`src/rtl/pfb_pkg.sv`:
```
package pfb_pkg;
  typedef enum logic [1:0] {
    OP_OTHER = 2'd0,
    OP_MOVE  = 2'd1,
    OP_STORE = 2'd2
  } op_kind_e;

  typedef enum logic [1:0] {
    RD_PLAIN  = 2'd0,
    RD_LINE   = 2'd1,
    RD_MULTI  = 2'd2,
    WR_INVAL  = 2'd3
  } mem_cmd_e;

  typedef enum logic [1:0] {
    ES_IDLE,
    ES_LOOK,
    ES_BYP_REQ,
    ES_BYP_WAIT
  } eng_state_e;
endpackage

```
`src/rtl/pfb_burst_sizer.sv`:
```
module pfb_burst_sizer #(
  parameter int LINE_DW   = 8,
  parameter int MIN_BURST = 4,
  parameter int CFG_W     = 5,
  parameter int LEN_W     = 4
) (
  input  logic             cfg_enable,
  input  logic [CFG_W-1:0] cfg_max_burst,
  output logic             pf_en,
  output logic [LEN_W-1:0] burst_len
);
  int unsigned cap;
  int unsigned pw;

  always_comb begin
    cap = 32'(cfg_max_burst);
    if (cap > LINE_DW) cap = LINE_DW;
    pw = 1;
    for (int i = 0; i < LEN_W; i++) begin
      if ((pw << 1) <= cap) pw = pw << 1;
    end
    burst_len = LEN_W'(pw);
    pf_en = cfg_enable && (32'(cfg_max_burst) >= MIN_BURST);
  end
endmodule

```
`src/rtl/pfb_op_filter.sv`:
```
module pfb_op_filter
  import pfb_pkg::*;
(
  input  logic       op_valid,
  input  logic [1:0] op_kind,
  input  logic       op_noflush,
  output logic       flush
);
  op_kind_e kind;

  always_comb begin
    kind  = op_kind_e'(op_kind);
    flush = op_valid && ((kind == OP_STORE) || ((kind == OP_MOVE) && !op_noflush));
  end
endmodule

```
`src/rtl/pfb_line_store.sv`:
```
module pfb_line_store #(
  parameter int LINE_DW = 8,
  parameter int DATA_W  = 32,
  parameter int IDX_W   = 3
) (
  input  logic              clk,
  input  logic              rst,
  input  logic              clr,
  input  logic              wr_en,
  input  logic [IDX_W-1:0]  wr_idx,
  input  logic [DATA_W-1:0] wr_data,
  input  logic [IDX_W-1:0]  rd_idx,
  output logic [DATA_W-1:0] rd_data,
  output logic [LINE_DW-1:0] valid_vec
);
  logic [DATA_W-1:0] mem_q [LINE_DW];

  // data array: no reset so it maps to distributed/block RAM
  always_ff @(posedge clk) begin
    if (wr_en) mem_q[wr_idx] <= wr_data;
  end

  assign rd_data = mem_q[rd_idx];

  // clear has priority over a beat landing in the same cycle
  always_ff @(posedge clk) begin
    if (rst || clr) valid_vec <= '0;
    else if (wr_en) valid_vec[wr_idx] <= 1'b1;
  end
endmodule

```
`src/rtl/code_prefetch.sv`:
```
module code_prefetch
  import pfb_pkg::*;
#(
  parameter int ADDR_W    = 32,
  parameter int DATA_W    = 32,
  parameter int LINE_DW   = 8,
  parameter int MIN_BURST = 4,
  parameter int CFG_W     = 5,
  localparam int IDX_W    = $clog2(LINE_DW),
  localparam int LEN_W    = IDX_W + 1
) (
  input  logic              clk,
  input  logic              rst,
  input  logic              cfg_enable,
  input  logic [CFG_W-1:0]  cfg_max_burst,
  input  logic              eng_req_valid,
  output logic              eng_req_ready,
  input  logic [ADDR_W-1:0] eng_req_addr,
  output logic              eng_rsp_valid,
  output logic [DATA_W-1:0] eng_rsp_data,
  input  logic              op_valid,
  input  logic [1:0]        op_kind,
  input  logic              op_noflush,
  output logic              mem_req_valid,
  input  logic              mem_req_ready,
  output logic [ADDR_W-1:0] mem_req_addr,
  output logic [LEN_W-1:0]  mem_req_len,
  output logic [1:0]        mem_req_cmd,
  input  logic              mem_rsp_valid,
  input  logic [DATA_W-1:0] mem_rsp_data
);
  localparam logic [LEN_W-1:0] LINE_LEN = LEN_W'(LINE_DW);
  localparam logic [LEN_W-1:0] ONE_LEN  = LEN_W'(1);

  // configuration and event decode
  logic             pf_en;
  logic [LEN_W-1:0] burst_len;
  logic             flush;

  pfb_burst_sizer #(
    .LINE_DW(LINE_DW), .MIN_BURST(MIN_BURST), .CFG_W(CFG_W), .LEN_W(LEN_W)
  ) u_sizer (
    .cfg_enable(cfg_enable), .cfg_max_burst(cfg_max_burst),
    .pf_en(pf_en), .burst_len(burst_len)
  );

  pfb_op_filter u_filter (
    .op_valid(op_valid), .op_kind(op_kind), .op_noflush(op_noflush), .flush(flush)
  );

  // state
  eng_state_e        est_q;
  logic [ADDR_W-1:0] pend_addr_q;
  logic              rsp_valid_q;
  logic [DATA_W-1:0] rsp_data_q;
  logic [ADDR_W-1:0] base_q;
  logic              fill_on_q;
  logic [LEN_W-1:0]  issued_q;
  logic [LEN_W-1:0]  recv_q;
  logic [LEN_W-1:0]  fill_bs_q;
  logic              bursting_q;
  logic [LEN_W-1:0]  beats_q;
  logic              discard_q;

  // line storage
  logic               kill;
  logic               wr_en;
  logic [IDX_W-1:0]   off_idx;
  logic [DATA_W-1:0]  rd_data;
  logic [LINE_DW-1:0] valid_vec;

  pfb_line_store #(
    .LINE_DW(LINE_DW), .DATA_W(DATA_W), .IDX_W(IDX_W)
  ) u_store (
    .clk(clk), .rst(rst), .clr(kill),
    .wr_en(wr_en), .wr_idx(recv_q[IDX_W-1:0]), .wr_data(mem_rsp_data),
    .rd_idx(off_idx), .rd_data(rd_data), .valid_vec(valid_vec)
  );

  // lookup
  logic [ADDR_W-1:0] off;
  logic              in_range;
  logic              hit;
  logic              wait_fill;
  logic              look;
  logic              miss_start;

  always_comb begin
    off        = pend_addr_q - base_q;
    in_range   = off < ADDR_W'(LINE_DW);
    off_idx    = off[IDX_W-1:0];
    hit        = in_range && valid_vec[off_idx];
    wait_fill  = in_range && fill_on_q && !hit;
    look       = (est_q == ES_LOOK);
    miss_start = look && pf_en && !hit && !wait_fill && !flush;
    kill       = flush || miss_start || !pf_en;
  end

  // memory request side
  logic fill_req, byp_req, fill_hs, byp_hs, beat, last_beat;
  logic             bursting_d;
  logic [LEN_W-1:0] beats_d;

  always_comb begin
    fill_req = fill_on_q && pf_en && !bursting_q && (issued_q < LINE_LEN)
               && (est_q != ES_BYP_REQ) && (est_q != ES_BYP_WAIT);
    byp_req  = (est_q == ES_BYP_REQ) && !bursting_q;
    mem_req_valid = fill_req || byp_req;
    mem_req_addr  = byp_req ? pend_addr_q : base_q + ADDR_W'(issued_q);
    mem_req_len   = byp_req ? ONE_LEN : fill_bs_q;
    mem_req_cmd   = RD_PLAIN;
    fill_hs   = fill_req && mem_req_ready;
    byp_hs    = byp_req && mem_req_ready;
    beat      = mem_rsp_valid && bursting_q;
    last_beat = beat && (beats_q == ONE_LEN);
    wr_en     = beat && !discard_q;

    bursting_d = bursting_q;
    beats_d    = beats_q;
    if (fill_hs) begin
      bursting_d = 1'b1;
      beats_d    = fill_bs_q;
    end else if (beat) begin
      beats_d = beats_q - ONE_LEN;
      if (last_beat) bursting_d = 1'b0;
    end
  end

  // fill controller
  always_ff @(posedge clk) begin
    if (rst) begin
      base_q     <= '0;
      fill_on_q  <= 1'b0;
      issued_q   <= '0;
      recv_q     <= '0;
      fill_bs_q  <= ONE_LEN;
      bursting_q <= 1'b0;
      beats_q    <= '0;
      discard_q  <= 1'b0;
    end else begin
      bursting_q <= bursting_d;
      beats_q    <= beats_d;
      if (fill_hs) issued_q <= issued_q + fill_bs_q;
      if (wr_en) recv_q <= recv_q + ONE_LEN;
      if (last_beat) discard_q <= 1'b0;
      if (kill) begin
        fill_on_q <= miss_start;
        discard_q <= bursting_d;
        if (miss_start) begin
          base_q    <= pend_addr_q;
          issued_q  <= '0;
          recv_q    <= '0;
          fill_bs_q <= burst_len;
        end
      end
    end
  end

  // engine-side sequencer
  always_ff @(posedge clk) begin
    if (rst) begin
      est_q       <= ES_IDLE;
      pend_addr_q <= '0;
      rsp_valid_q <= 1'b0;
      rsp_data_q  <= '0;
    end else begin
      rsp_valid_q <= 1'b0;
      unique case (est_q)
        ES_IDLE: if (eng_req_valid) begin
          pend_addr_q <= eng_req_addr;
          est_q       <= ES_LOOK;
        end
        ES_LOOK: begin
          if (!pf_en) est_q <= ES_BYP_REQ;
          else if (hit) begin
            rsp_valid_q <= 1'b1;
            rsp_data_q  <= rd_data;
            est_q       <= ES_IDLE;
          end
        end
        ES_BYP_REQ: if (byp_hs) est_q <= ES_BYP_WAIT;
        ES_BYP_WAIT: if (mem_rsp_valid && !bursting_q) begin
          rsp_valid_q <= 1'b1;
          rsp_data_q  <= mem_rsp_data;
          est_q       <= ES_IDLE;
        end
        default: est_q <= ES_IDLE;
      endcase
    end
  end

  assign eng_req_ready = (est_q == ES_IDLE);
  assign eng_rsp_valid = rsp_valid_q;
  assign eng_rsp_data  = rsp_data_q;
endmodule

```
`config.mk`:
```
export PLATFORM = sky130hd
export DESIGN_NAME = code_prefetch
export DESIGN_NICKNAME = d
export VERILOG_FILES = /design/src/rtl/pfb_pkg.sv /design/src/rtl/pfb_burst_sizer.sv /design/src/rtl/pfb_op_filter.sv /design/src/rtl/pfb_line_store.sv /design/src/rtl/code_prefetch.sv
export SDC_FILE = /design/constraint.sdc
export NUM_CORES = 1
export LEC_CHECK = 0
export ABC_AREA = 1
export BUFFER_PORTS_ARGS = -buffer_cell sky130_fd_sc_hd__buf_2
export CAP_MARGIN = 40
export CORE_MARGIN = 10
export CORE_UTILIZATION = 25
export DETAILED_ROUTE_END_ITERATION = 12
export PLACE_DENSITY_LB_ADDON = 0.3
export SYNTH_ARGS = -nofsm -noshare
export SYNTH_HDL_FRONTEND = slang
export SYNTH_SLANG_ARGS = --single-unit
```
`constraint.sdc`:
```
create_clock -name clk -period 4.85 [get_ports clk]
set_clock_uncertainty 0.15 [all_clocks]
set_input_delay 0.7275 -clock clk [delete_from_list [all_inputs] [get_ports clk]]
set_output_delay 0.7275 -clock clk [all_outputs]
set_load 0.02 [all_outputs]
```
==> summary.md <==
| Metric | Value |
|---|---|
| Drt wl/cell | approximately 16 µm |
| Cell Rows | approximately 100 |
| Layout cells sized above 1 | about 11% |
| Clock transition at path regs | ~0.060 ns |
| Arr. time, crit path | ~3.7 ns |
| Post-DP Area | approximately 21000 µm² |
| CTS root buf | clkbuf_16 |
| Die height | a little under 300 µm |
| TritonRoute pass-1 iters | 5 |
| CTS tree | yes |
| Period Utilization, post-route | 93.3% |
| Yosys warnings | 0 |
| DIE AREA | between 80000 and 90000 µm² |
| Slew Limit Fails | 0 |
| Unrepaired setup endpoints after global routing | no |
| Worst-Margin Slew | between 0.8 and 0.9 ns |
| Post-Syn Area per Cell | approximately 8.1 µm² |
| Yosys top cell by area | edfxtp_1 |
| Post-route cell area | 22800 µm² |
| Placed cells | between 3000 and 4000 |
| Synth top area share | about 40% |
| Register area share after synthesis | a little over half |
| DRC viols | 0 |
| Mapped cell area | around 19000 µm² |
| CTS Sinks | 381 |
| Final hold slack | approximately 0.25 ns |
| Worst setup margin | ~0.32 ns |
| EDFF count, synth | 256 |
| Clk pwr share | about a third |
| Async S/R FF share, synth | 0% |
| Crit Path Max Fanout | 4 |
| DRT antenna net count | 0 |
| Starting Density | roughly 25% |
| Grt ovf | 0 |
| IO buf count | roughly 150 |
| # setup viols final | 0 |
| Iter 0 DRT Violations | between 1000 and 1500 |
| Switching fraction of total power | between 30% and 40% |
| Hpwl dp | around 39000 µm |
| Area contributors post-synth | edfxtp_1 (40%), dfxtp_1 (13%), nand2_1 (10%), nor2_1 (9.7%), o21ai_0 (5.8%) |
| PD cells | a little under 400 nW/µm² |
| First-pass GRT wire length | around 91000 µm |
| Max Cap Viol | 0 |
| Cells after synthesis | about 2400 |
| GPL Wtd Cong | between 0.8 and 0.9 |
| VDD IR max | ~0.00021 V |
| Finished Layout Cells | ~3600 |
| IO Pins | about 150 |
| Clock buffer depth | 3 |
| Routed wire length | 58600 µm |
| Sequential Power Share | slightly below 40% |
| FF+latch count, synth | approximately 380 |
| Total negative setup slack | 0 ns |
| Die width | slightly below 300 µm |
| Status | complete, no violations |
| Tmin final | 4.53 ns |
| Critical Setup Path Class | register to output port |
| Achievable frequency | 221 MHz |
| Combinational power share | around a quarter |
| Sw power | about 0.003 W |
| Layout area overhead | 17.7% |
| Most used DFF post-synth | edfxtp_1 |
| Dpl ws | -0.210 ns |
| Num CTS Buffers | 43 |
| Sequential cell area | a little over 10000 µm² |
| Synth cell types | 46 |
| GRT Resource Usage Total | between 10% and 20% |
| Routed via count | roughly 16000 |
| Fin. Hold Viols | 0 |
| Clock Latency Late Sink | roughly 0.57 ns |
| Layout fillers | around 8300 |
| Leak pwr | ~9.6 nW |
| Layout Nets | between 2000 and 3000 |
| Hold Path Class | input pin to register |
| Initial antenna violation count | 5 |
| Crit. End Element | output port |
| H-Tree Depth | 2 |
| Pint | between 0.005 and 0.006 W |
| Startpoint types | register |
| Number of vias per cell | around 4.5 |
| Core Area | just under 80000 µm² |
| Req. time, crit path | ~4.0 ns |
| Relative slew slack | 44.1% |
| Number of global-route vias before repair | 15500 |
| Largest net degree at the start of global routing | between 70 and 80 |
| Area of the multi-input gates | 7990 µm² |
==> synthesized netlist by cell type (2+ instances only) <==
cell      number
a211oi_1       3
a21oi_1       98
a311oi_1       2
a31oi_1        6
and2_1         3
buf_1          9
buf_4          9
buf_6          6
clkbuf_1      77
clkinv_1       2
conb_1         2
dfxtp_1      125
edfxtp_1     256
fa_1           3
ha_1          52
inv_1        226
nand2_1      540
nand3_1       91
nand3_2        2
nand3b_1       9
nand4_1       15
nor2_1       501
nor2_2         3
nor3_1        19
nor4_1         2
o21ai_0      223
o22ai_1       65
o31ai_1        3
or2_2          4
xnor2_1        6
xor2_1        18
==> cells by family (layout without fill, tap and decap cells) <==
| logic type | count (synthesis) | in the layout | synth area share (%) |
|---|---|---|---|
| AO/OA/AOI/OAI | 409 | 409 | 11.3 |
| adder cells (fa/ha/maj) | 55 | 55 | 3.67 |
| flip-flops | 381 | 381 | 52.6 |
| buffers and inverters | 331 | 504 | 6.82 |
| XOR/XNOR | 24 | 24 | 1.08 |
| other | 2 | 4 | 0.0388 |
| AND/OR/NAND/NOR | 1193 | 1193 | 24.5 |
==> per-stage QoR <==
| step | util [%] | power (W) |
|---|---|---|
| 2_1_floorplan | - | 0.00535 |
| 3_3_place_gp | 27.8 | 0.00608 |
| 3_5_place_dp | 27.8 | 0.00608 |
| 4_1_cts | 29.5 | 0.00915 |
| 5_1_grt | 29.6 | 0.00960 |
| 6_report | 29.6 | 0.00905 |
==> flip-flops by register name, summed over array words and instances (netlist names), named ones only <==
signal             cells
base_q                32
beats_q                4
bursting_q             1
discard_q              1
eng_rsp_data          32
eng_rsp_valid          1
est_q                  1
fill_bs_q              4
fill_on_q              1
issued_q               4
pend_addr_q           32
recv_q                 3
u_store.mem_q        256
u_store.valid_vec      8
==> layout make-up <==
class	count	share of cell area [%]
clock buffers	62	5.16
multi-input cells	1684	35.0
clock inverters	17	0.548
inverters	229	3.78
diodes	1	0.0110
well taps	1040	5.70
flip-flops and latches	381	44.7
repair buffers	196	5.10
==> power groups by stage <==
stage	Clock [W]	Combinational (W)	Sequential, W
global route	0.00324	0.00276	0.00360
detailed placement	0	0.00242	0.00366
CTS	0.00313	0.00243	0.00359
floorplan	0	0.00171	0.00365
global placement	0	0.00241	0.00366
finish	0.00304	0.00241	0.00359
==> worst max-delay path, cell delays in order (launching register included) <==
cell and delay, ns:
dfxtp_2 0.36, ha_1 0.17, inv_1 0.05, fa_1 0.39, nor2_1 0.12, a211oi_1 0.07
nor3_1 0.27, nand2_1 0.15, nor2_2 0.13, nand2_2 0.10, nor3_4 0.22, nand4_1 0.22
nor2_4 0.21, nand2_1 0.10, o21ai_0 0.16, o21ai_0 0.16, buf_2 0.20
==> cells in the final DEF, fill, tap and decap left out, types with 4 or more instances in the layout <==
cell type / instances
a21oi_1: 98
nor3_1: 16
or2_2: 4
nor2_4: 7
edfxtp_1: 256
xnor2_1: 6
o22ai_1: 65
xor2_1: 18
ha_1: 51
inv_1: 223
nand4_1: 15
a31oi_1: 6
clkinv_2: 6
clkbuf_1: 16
nor2_2: 8
nand2_1: 537
clkinv_1: 9
buf_4: 41
buf_2: 149
nand3b_1: 9
dfxtp_1: 124
clkbuf_16: 43
nor2_1: 489
nand3_1: 90
o21ai_0: 222
==> path summary, 6_finish.rpt <==
kind | endpoint | from | slack [ns] | cells past startpoint
max | mem_req_addr[24] | base_q[0] | 0.32 | 16
min | pend_addr_q[11] | eng_req_addr[11] | 0.25 | 3
max reg2reg | base_q[25] | pend_addr_q[0] | 0.91 | 24
min reg2reg | eng_rsp_data[26] | eng_rsp_data[26] | 0.32 | 2
==> routing by layer <==
metal	GRT usage, %	share of wire, %	vias to the layer above
met3	2.13	5.0	67
li1	-	-	8186
met5	0	0.058	-
met1	17.6	48	7485
met2	20.4	45	341
met4	2.97	1.7	4
==> timing repair <==
item,in CTS,in global routing
hold buffers,0,0
resized for setup,1,11
endpoints found under the setup margin,2,6
buffers inserted,0,2
pin swaps,0,4
Note: power is estimated with default switching activity, not from simulation.
